[src/rtl/edge_meter_pkg.sv]
// Shared types for the edge meter: the measurement mode and its decode.
package edge_meter_pkg;

    typedef enum logic [1:0] {
        MODE_OFF    = 2'd0,
        MODE_PERIOD = 2'd1,
        MODE_GATE   = 2'd2
    } meter_mode_t;

    // Decode enable and select into one mode value.
    function automatic meter_mode_t decode_mode(input logic en, input logic gate);
        if (!en)       return MODE_OFF;
        else if (gate) return MODE_GATE;
        else           return MODE_PERIOD;
    endfunction

endpackage

[src/rtl/tick_prescaler.sv]
// Divides clk into a one-cycle tick every DIV cycles while enabled.
// Assumes DIV >= 2. The phase restarts from zero whenever en drops.
module tick_prescaler #(
    parameter int DIV = 25
) (
    input  logic clk,
    input  logic rst_n,
    input  logic en,
    output logic tick
);
    localparam int W = (DIV > 1) ? $clog2(DIV) : 1;
    localparam logic [W-1:0] LAST = W'(DIV - 1);

    logic [W-1:0] cnt;

    // Cycle counter wrapping at DIV-1.
    always_ff @(posedge clk) begin
        if (!rst_n || !en) cnt <= '0;
        else if (cnt == LAST) cnt <= '0;
        else cnt <= cnt + 1'b1;
    end

    assign tick = en && (cnt == LAST);

    AST_TICK_GAP: assert property (@(posedge clk) disable iff (!rst_n)
        tick |=> !tick);
endmodule

[src/rtl/period_timer.sv]
// Times the ticks between rising edges. The first edge after enable only arms it.
// The running count saturates at all ones. The capture value includes a tick
// that lands on the closing edge.
module period_timer #(
    parameter int PER_W = 24
) (
    input  logic             clk,
    input  logic             rst_n,
    input  logic             en,
    input  logic             tick,
    input  logic             rise,
    output logic             cap,
    output logic [PER_W-1:0] cap_val
);
    localparam logic [PER_W-1:0] MAX = '1;

    logic [PER_W-1:0] timer;
    logic             armed;
    logic             bump;

    assign bump    = tick && (timer != MAX);
    assign cap_val = bump ? timer + 1'b1 : timer;
    assign cap     = en && rise && armed;

    // Running interval count and arming flag.
    always_ff @(posedge clk) begin
        if (!rst_n || !en) begin
            timer <= '0;
            armed <= 1'b0;
        end else if (rise) begin
            timer <= '0;
            armed <= 1'b1;
        end else if (bump) begin
            timer <= timer + 1'b1;
        end
    end

    AST_TIMER_SAT: assert property (@(posedge clk) disable iff (!rst_n)
        (en && !rise && timer == MAX) |=> (timer == MAX));
endmodule

[src/rtl/gate_counter.sv]
// Counts rising edges inside back-to-back gates of window_ms milliseconds.
// Assumes TICKS_PER_MS >= 2. A zero window is read as 1 ms.
module gate_counter #(
    parameter int CNT_W        = 16,
    parameter int MS_W         = 16,
    parameter int TICKS_PER_MS = 5000
) (
    input  logic             clk,
    input  logic             rst_n,
    input  logic             en,
    input  logic             tick,
    input  logic             rise,
    input  logic [MS_W-1:0]  window_ms,
    output logic             done,
    output logic [CNT_W-1:0] count_val
);
    localparam int SUB_W = $clog2(TICKS_PER_MS);
    localparam logic [SUB_W-1:0] SUB_LAST = SUB_W'(TICKS_PER_MS - 1);
    localparam logic [CNT_W-1:0] CMAX = '1;

    logic [SUB_W-1:0] sub;
    logic [MS_W-1:0]  ms;
    logic [CNT_W-1:0] pcount;
    logic [MS_W-1:0]  last_ms;
    logic             ms_end;

    assign last_ms   = (window_ms == '0) ? '0 : window_ms - 1'b1;
    assign ms_end    = tick && (sub == SUB_LAST);
    assign done      = en && ms_end && (ms >= last_ms);
    assign count_val = (rise && pcount != CMAX) ? pcount + 1'b1 : pcount;

    // Tick-within-millisecond and millisecond-within-gate counters.
    always_ff @(posedge clk) begin
        if (!rst_n || !en) begin
            sub <= '0;
            ms  <= '0;
        end else if (ms_end) begin
            sub <= '0;
            ms  <= done ? '0 : ms + 1'b1;
        end else if (tick) begin
            sub <= sub + 1'b1;
        end
    end

    // Saturating edge count, cleared as each gate closes.
    always_ff @(posedge clk) begin
        if (!rst_n || !en) pcount <= '0;
        else if (done)     pcount <= '0;
        else               pcount <= count_val;
    end

    AST_GATE_CLEAR: assert property (@(posedge clk) disable iff (!rst_n)
        (done && !rise) |=> (pcount == '0 || !$past(en)));
endmodule

[src/rtl/edge_meter.sv]
// Top of the edge meter: edge detect, mode decode, shared result register and
// status. Assumes in_a is already synchronous to clk and CNT_W <= PER_W.
module edge_meter
    import edge_meter_pkg::*;
#(
    parameter int CLK_PER_TICK = 25,
    parameter int TICKS_PER_MS = 5000,
    parameter int PER_W        = 24,
    parameter int CNT_W        = 16,
    parameter int MS_W         = 16
) (
    input  logic             clk,
    input  logic             rst_n,
    input  logic             in_a,
    input  logic             meas_en,
    input  logic             gate_sel,
    input  logic [MS_W-1:0]  window_ms,
    output logic [PER_W-1:0] result,
    output logic             meas_ack
);
    meter_mode_t      mode;
    logic             a_q;
    logic             rise;
    logic             tick;
    logic             per_cap;
    logic [PER_W-1:0] per_val;
    logic             gate_done;
    logic [CNT_W-1:0] gate_val;

    assign mode = decode_mode(meas_en, gate_sel);
    assign rise = in_a && !a_q;

    // Previous input level for rising-edge detection.
    always_ff @(posedge clk) begin
        if (!rst_n) a_q <= 1'b0;
        else        a_q <= in_a;
    end

    tick_prescaler #(.DIV(CLK_PER_TICK)) u_presc (
        .clk(clk), .rst_n(rst_n), .en(mode != MODE_OFF), .tick(tick)
    );

    period_timer #(.PER_W(PER_W)) u_period (
        .clk(clk), .rst_n(rst_n), .en(mode == MODE_PERIOD), .tick(tick),
        .rise(rise), .cap(per_cap), .cap_val(per_val)
    );

    gate_counter #(.CNT_W(CNT_W), .MS_W(MS_W), .TICKS_PER_MS(TICKS_PER_MS)) u_gate (
        .clk(clk), .rst_n(rst_n), .en(mode == MODE_GATE), .tick(tick),
        .rise(rise), .window_ms(window_ms), .done(gate_done), .count_val(gate_val)
    );

    // Result register, written only at a completed measurement.
    always_ff @(posedge clk) begin
        if (!rst_n)         result <= '0;
        else if (per_cap)   result <= per_val;
        else if (gate_done) result <= PER_W'(gate_val);
    end

    // Status: period timing was selected last cycle.
    always_ff @(posedge clk) begin
        if (!rst_n) meas_ack <= 1'b0;
        else        meas_ack <= (mode == MODE_PERIOD);
    end

    AST_CAP_NEEDS_ACK: assert property (@(posedge clk) disable iff (!rst_n)
        per_cap |-> meas_ack);
    AST_GATE_NO_ACK: assert property (@(posedge clk) disable iff (!rst_n)
        gate_done |-> !meas_ack);
    AST_RESULT_HOLD: assert property (@(posedge clk) disable iff (!rst_n)
        (!per_cap && !gate_done) |=> $stable(result));
    AST_GATE_UPPER_ZERO: assert property (@(posedge clk) disable iff (!rst_n)
        gate_done |=> ((result >> CNT_W) == '0));
endmodule

[config.mk]
export PLATFORM = sky130hd
export DESIGN_NAME = edge_meter
export DESIGN_NICKNAME = d
export VERILOG_FILES = /design/src/rtl/edge_meter_pkg.sv /design/src/rtl/tick_prescaler.sv /design/src/rtl/period_timer.sv /design/src/rtl/gate_counter.sv /design/src/rtl/edge_meter.sv
export SDC_FILE = /design/constraint.sdc
export NUM_CORES = 1
export LEC_CHECK = 0
export BUFFER_PORTS_ARGS = -buffer_cell sky130_fd_sc_hd__buf_2
export CAP_MARGIN = 20
export CORE_MARGIN = 2
export CORE_UTILIZATION = 50
export DETAILED_ROUTE_END_ITERATION = 12
export PLACE_DENSITY = 0.75
export SYNTH_ARGS = -nofsm -noshare
export SYNTH_HDL_FRONTEND = slang
export SYNTH_HIERARCHICAL = 1
export SYNTH_SLANG_ARGS = --single-unit
[constraint.sdc]
create_clock -name clk -period 4.75 [get_ports clk]
set_input_delay 0.7125 -clock clk [delete_from_list [all_inputs] [get_ports clk]]
set_output_delay 0.7125 -clock clk [all_outputs]
set_load 0.01 [all_outputs]
==> implementation parameters <==
Parameter                              Value

Run status
  Run status    completed

Synth
  Most numerous cell types in the synthesized netlist    101 x dfxtp_1, 52 x nand2_1, 46 x nor2_1
  Avg Synthesized Cell Area    8.89 sq um
  Net Count, Synth    705
  Count of yosys warnings during synthesis    6
  Number of standard cells after synthesis    660
  Most instantiated library cell after synthesis    dfxtp_1
  Seq cells post-synth    101
  Flip-flop cell with the highest count after synthesis    dfxtp_1
  Post-synth top area cell    dfxtp_1
  Dominant cells by area after synthesis    dfxtp_1 34%, xor2_1 6.7%, ha_1 5.1%
  Share of synthesized area occupied by flip-flops and latches    0.345
  Fraction of registers with async set/reset    0
  Count of flip-flops with a built-in enable after synthesis    0
  Netlist area before placement    0.00587 sq mm
  Count of different cell masters after synthesis    just over 60
  Synth top area share    0.345

Timing
  Minimum clock period    4.27 ns
  Max-slew violation count    0
  Final cycle utilization of the critical path    0.898
  Final setup fails    0
  Setup skew after layout    0.00617 ns
  Endpoints failing hold    0
  Achievable Freq    234 MHz
  Transition at the pin with the smallest max-transition slack    1.00 ns
  Final hold slack    0.467 ns
  RSZ-0062 raised after global routing    false
  Max_slew headroom    0.327
  Setup TNS    0 ns

Drt
  WL per Instance    15.2 microns
  Number of DRC markers after the initial detailed-route iteration    316
  Antenna Violating Nets Remaining    0
  Remaining routing DRC violations    0
  Total detailed-routing wirelength    12.8 mm
  Number of search-and-repair iterations in the first detailed-routing pass    4
  Via count    between 4000 and 5000
  Average vias per placed instance    approximately 5.8

Setup path
  Most prevalent standard cell on the critical path    and3_1
  Sequence of cells on the critical path    buf_2, or4_1, or4b_1, nand4bb_1, buf_4, and2_1, ha_1, and3_1, o21ai_0, nand3_1, a221o_1, and3_1, buf_12, mux2_4, o211a_1
  Startpoint type of the worst setup path    input port
  Number of cells traversed by the worst register-to-register path    11
  Worst-path maximum fanout    24
  Max stage delay on crit path    0.60 ns
  Flop2flop setup slack    1.59 ns
  Signal arrival time at the worst endpoint    4.51 ns
  Number of buffer and inverter stages on the critical path    3
  Slowest stage cell on the critical path    or4_1
  Family with the most delay on the worst path    simple AND/OR/NAND/NOR gates
  Data required time at the worst endpoint    4.99 ns
  Worst Setup Path Type    in -> reg
  R2R Path Start    u_presc/cnt[0]
  Crit end category    register
  Destination of the worst register-to-register timing path    result[0]

Cells and area
  Ratio of cells with drive above 1 in the final layout    0.145
  Area Overhead vs Synth    11.1%
  Multi-input combinational cell area    between 0.003 and 0.004 sq mm
  # fillers    around 1000
  Fin cells    841
  Total inserted antenna cells    0
  Combined flip-flop and latch cell area    0.00202 sq mm
  Final layout net count    739

Power
  Proportion of power drawn by the clock network    0.447
  Internal Pwr Total    about 1.3 mW
  Largest vdd supply drop    slightly above 0.2 mV
  Register share of total power    0.511
  Share of power burned in combinational logic    0.042
  Switching component of the power    ~360 uW
  Proportion of total power due to net switching    0.218
  Power per standard cell area    255 mW/mm^2
  Static power due to leakage    2.87 nW

Floorplan
  Cell row count    39
  Initial standard-cell utilization of the core    0.514
  Floorplan die area    0.0126 sq mm
  Y dimension of the die    between 100 and 150 microns
  Horizontal extent of the die    about 110 microns
  Core outline area    0.0114 sq mm
  Top-level port count    between 40 and 50

CTS
  Worst-case clock buffer depth    2
  Clock Sink Count    101
  TritonCTS Buffers    9
  Number of H-tree levels    3
  CTS tree    built
  Post-cts hold buffer count    0
  Resize count post-CTS    0
  Clock Root Buffer    clkbuf_16
  Clk_lat worst skew    about 0.34 ns
  Post-CTS setup buffer count    0
  Clock-pin slew on the worst setup and hold paths    0.07 ns

Placement
  DP HPWL    9.10 mm
  Inst Count DP    824
  Port buffer count    45
  Final weighted congestion of routability-driven global placement    0.856

Global routing
  First-pass GRT wire length    22.2 mm
  Largest net degree at the start of global routing    between 40 and 50
  Number of global-route vias before repair    4792
  Total routing resource utilization after global routing    0.211
  Congestion Overflow GR    0
  Number of antenna violations at the first check in global routing    0

Worst hold path
  Hold-critical path depth    1
  Type of the most critical hold path    reg -> reg
  Worst Min Path Start    u_presc/cnt[0]
  Hold-critical path endpoint    u_presc/cnt[0]

Flow run
  Max_cap viols    0
==> worst register-to-register path: cells and delay by family, from the launching register on <==
| kind | cells | cell delay [ns] |
|---|---|---|
| simple gates | 5 | 1.52 |
| buf+inv | 3 | 0.47 |
| mux | 1 | 0.37 |
| flops | 1 | 0.34 |
| compound gates | 1 | 0.21 |
| fa+ha+maj | 1 | 0.14 |
==> power by group through the flow <==
stage	clock, mW	combinational, mW	sequential, mW
after floorplan	0	0.0408	0.870
after global placement	0	0.0644	0.870
after detailed placement	0	0.0669	0.870
after CTS	0.758	0.0674	0.851
after global routing	0.795	0.0797	0.851
final	0.744	0.0696	0.851
==> through the flow <==
stage,area (sq um),util,setup slack [ns],power [mW]
6_report,6520,0.571,0.482,1.66
3_5_place_dp,6180,0.541,0.142,0.937
4_1_cts,6480,0.567,0.488,1.68
2_1_floorplan,5870,-,0.151,0.911
3_3_place_gp,6180,0.541,0.222,0.935
5_1_grt,6520,0.571,0.244,1.73
==> final cells by class <==
class,count,area share
multi-input cells,500,0.550
clock buffers,11,0.0373
clock inverters,4,0.00864
well taps,143,0.0275
inverters,27,0.0156
flip-flops and latches,101,0.310
repair buffers,55,0.0511
==> kinds of logic (layout without fill, tap and decap cells) <==
logic type,after synthesis,after routing,share of synthesized area
AO/OA/AOI/OAI,107,107,0.139
XOR/XNOR,67,67,0.100
adder cells (fa/ha/maj),24,24,0.0512
buffers and inverters,59,97,0.0463
flip-flops,101,101,0.345
multiplexers,25,25,0.0550
AND/OR/NAND/NOR,277,277,0.264
==> worst max-delay path by stage <==
stage | start | to | slack (ns) | cells after the start
2_1_floorplan | window_ms[9] | result[10] | 0.15 | 15
3_3_place_gp | window_ms[9] | result[7] | 0.22 | 15
3_5_place_dp | window_ms[9] | result[6] | 0.14 | 15
4_1_cts | window_ms[9] | result[13] | 0.49 | 15
5_1_grt | window_ms[7] | result[23] | 0.24 | 15
6_report | window_ms[9] | result[6] | 0.48 | 15
==> layer usage <==
layer / track usage / up-vias / routed length, microns
met5: 0 / - / 0
met4: 0.0748 / 0 / 174
met3: 0.0508 / 18 / 478
met2: 0.355 / 107 / 6460
met1: 0.264 / 2334 / 5710
li1: - / 2448 / -
==> flip-flops by register name, summed over array words and instances (netlist names) <==
| register | flops |
|---|---|
| u_presc/cnt | 5 |
| u_gate/sub | 13 |
| u_period/armed | 1 |
| a_q | 1 |
| u_gate/ms | 16 |
| u_gate/pcount | 16 |
| u_period/timer | 24 |
| result | 24 |
| meas_ack | 1 |
==> layout by cell type, fill, tap and decap left out, types with 3 or more instances in the layout <==
master and n:
nor4_1 8, nand2_1 52, xnor2_1 22, nor2_1 46, nand3_1 27, nand4_1 28, and2_1 23, xor2_1 45
or4b_1 3, or3_1 6, mux2_2 6, mux2i_1 6, or4_1 5, o21ai_0 11, buf_2 45, o211a_1 16
and4_1 8, inv_1 27, clkbuf_16 9, buf_4 8, o31ai_1 3, a211oi_1 29, a21boi_1 8, dfxtp_1 101
nor3_1 13, ha_1 24, or3b_1 8, a21oi_1 18, nand2b_1 18, mux2_4 13, nor2b_1 3, and3_1 16
No activity file was read; power rests on OpenSTA's default activity.
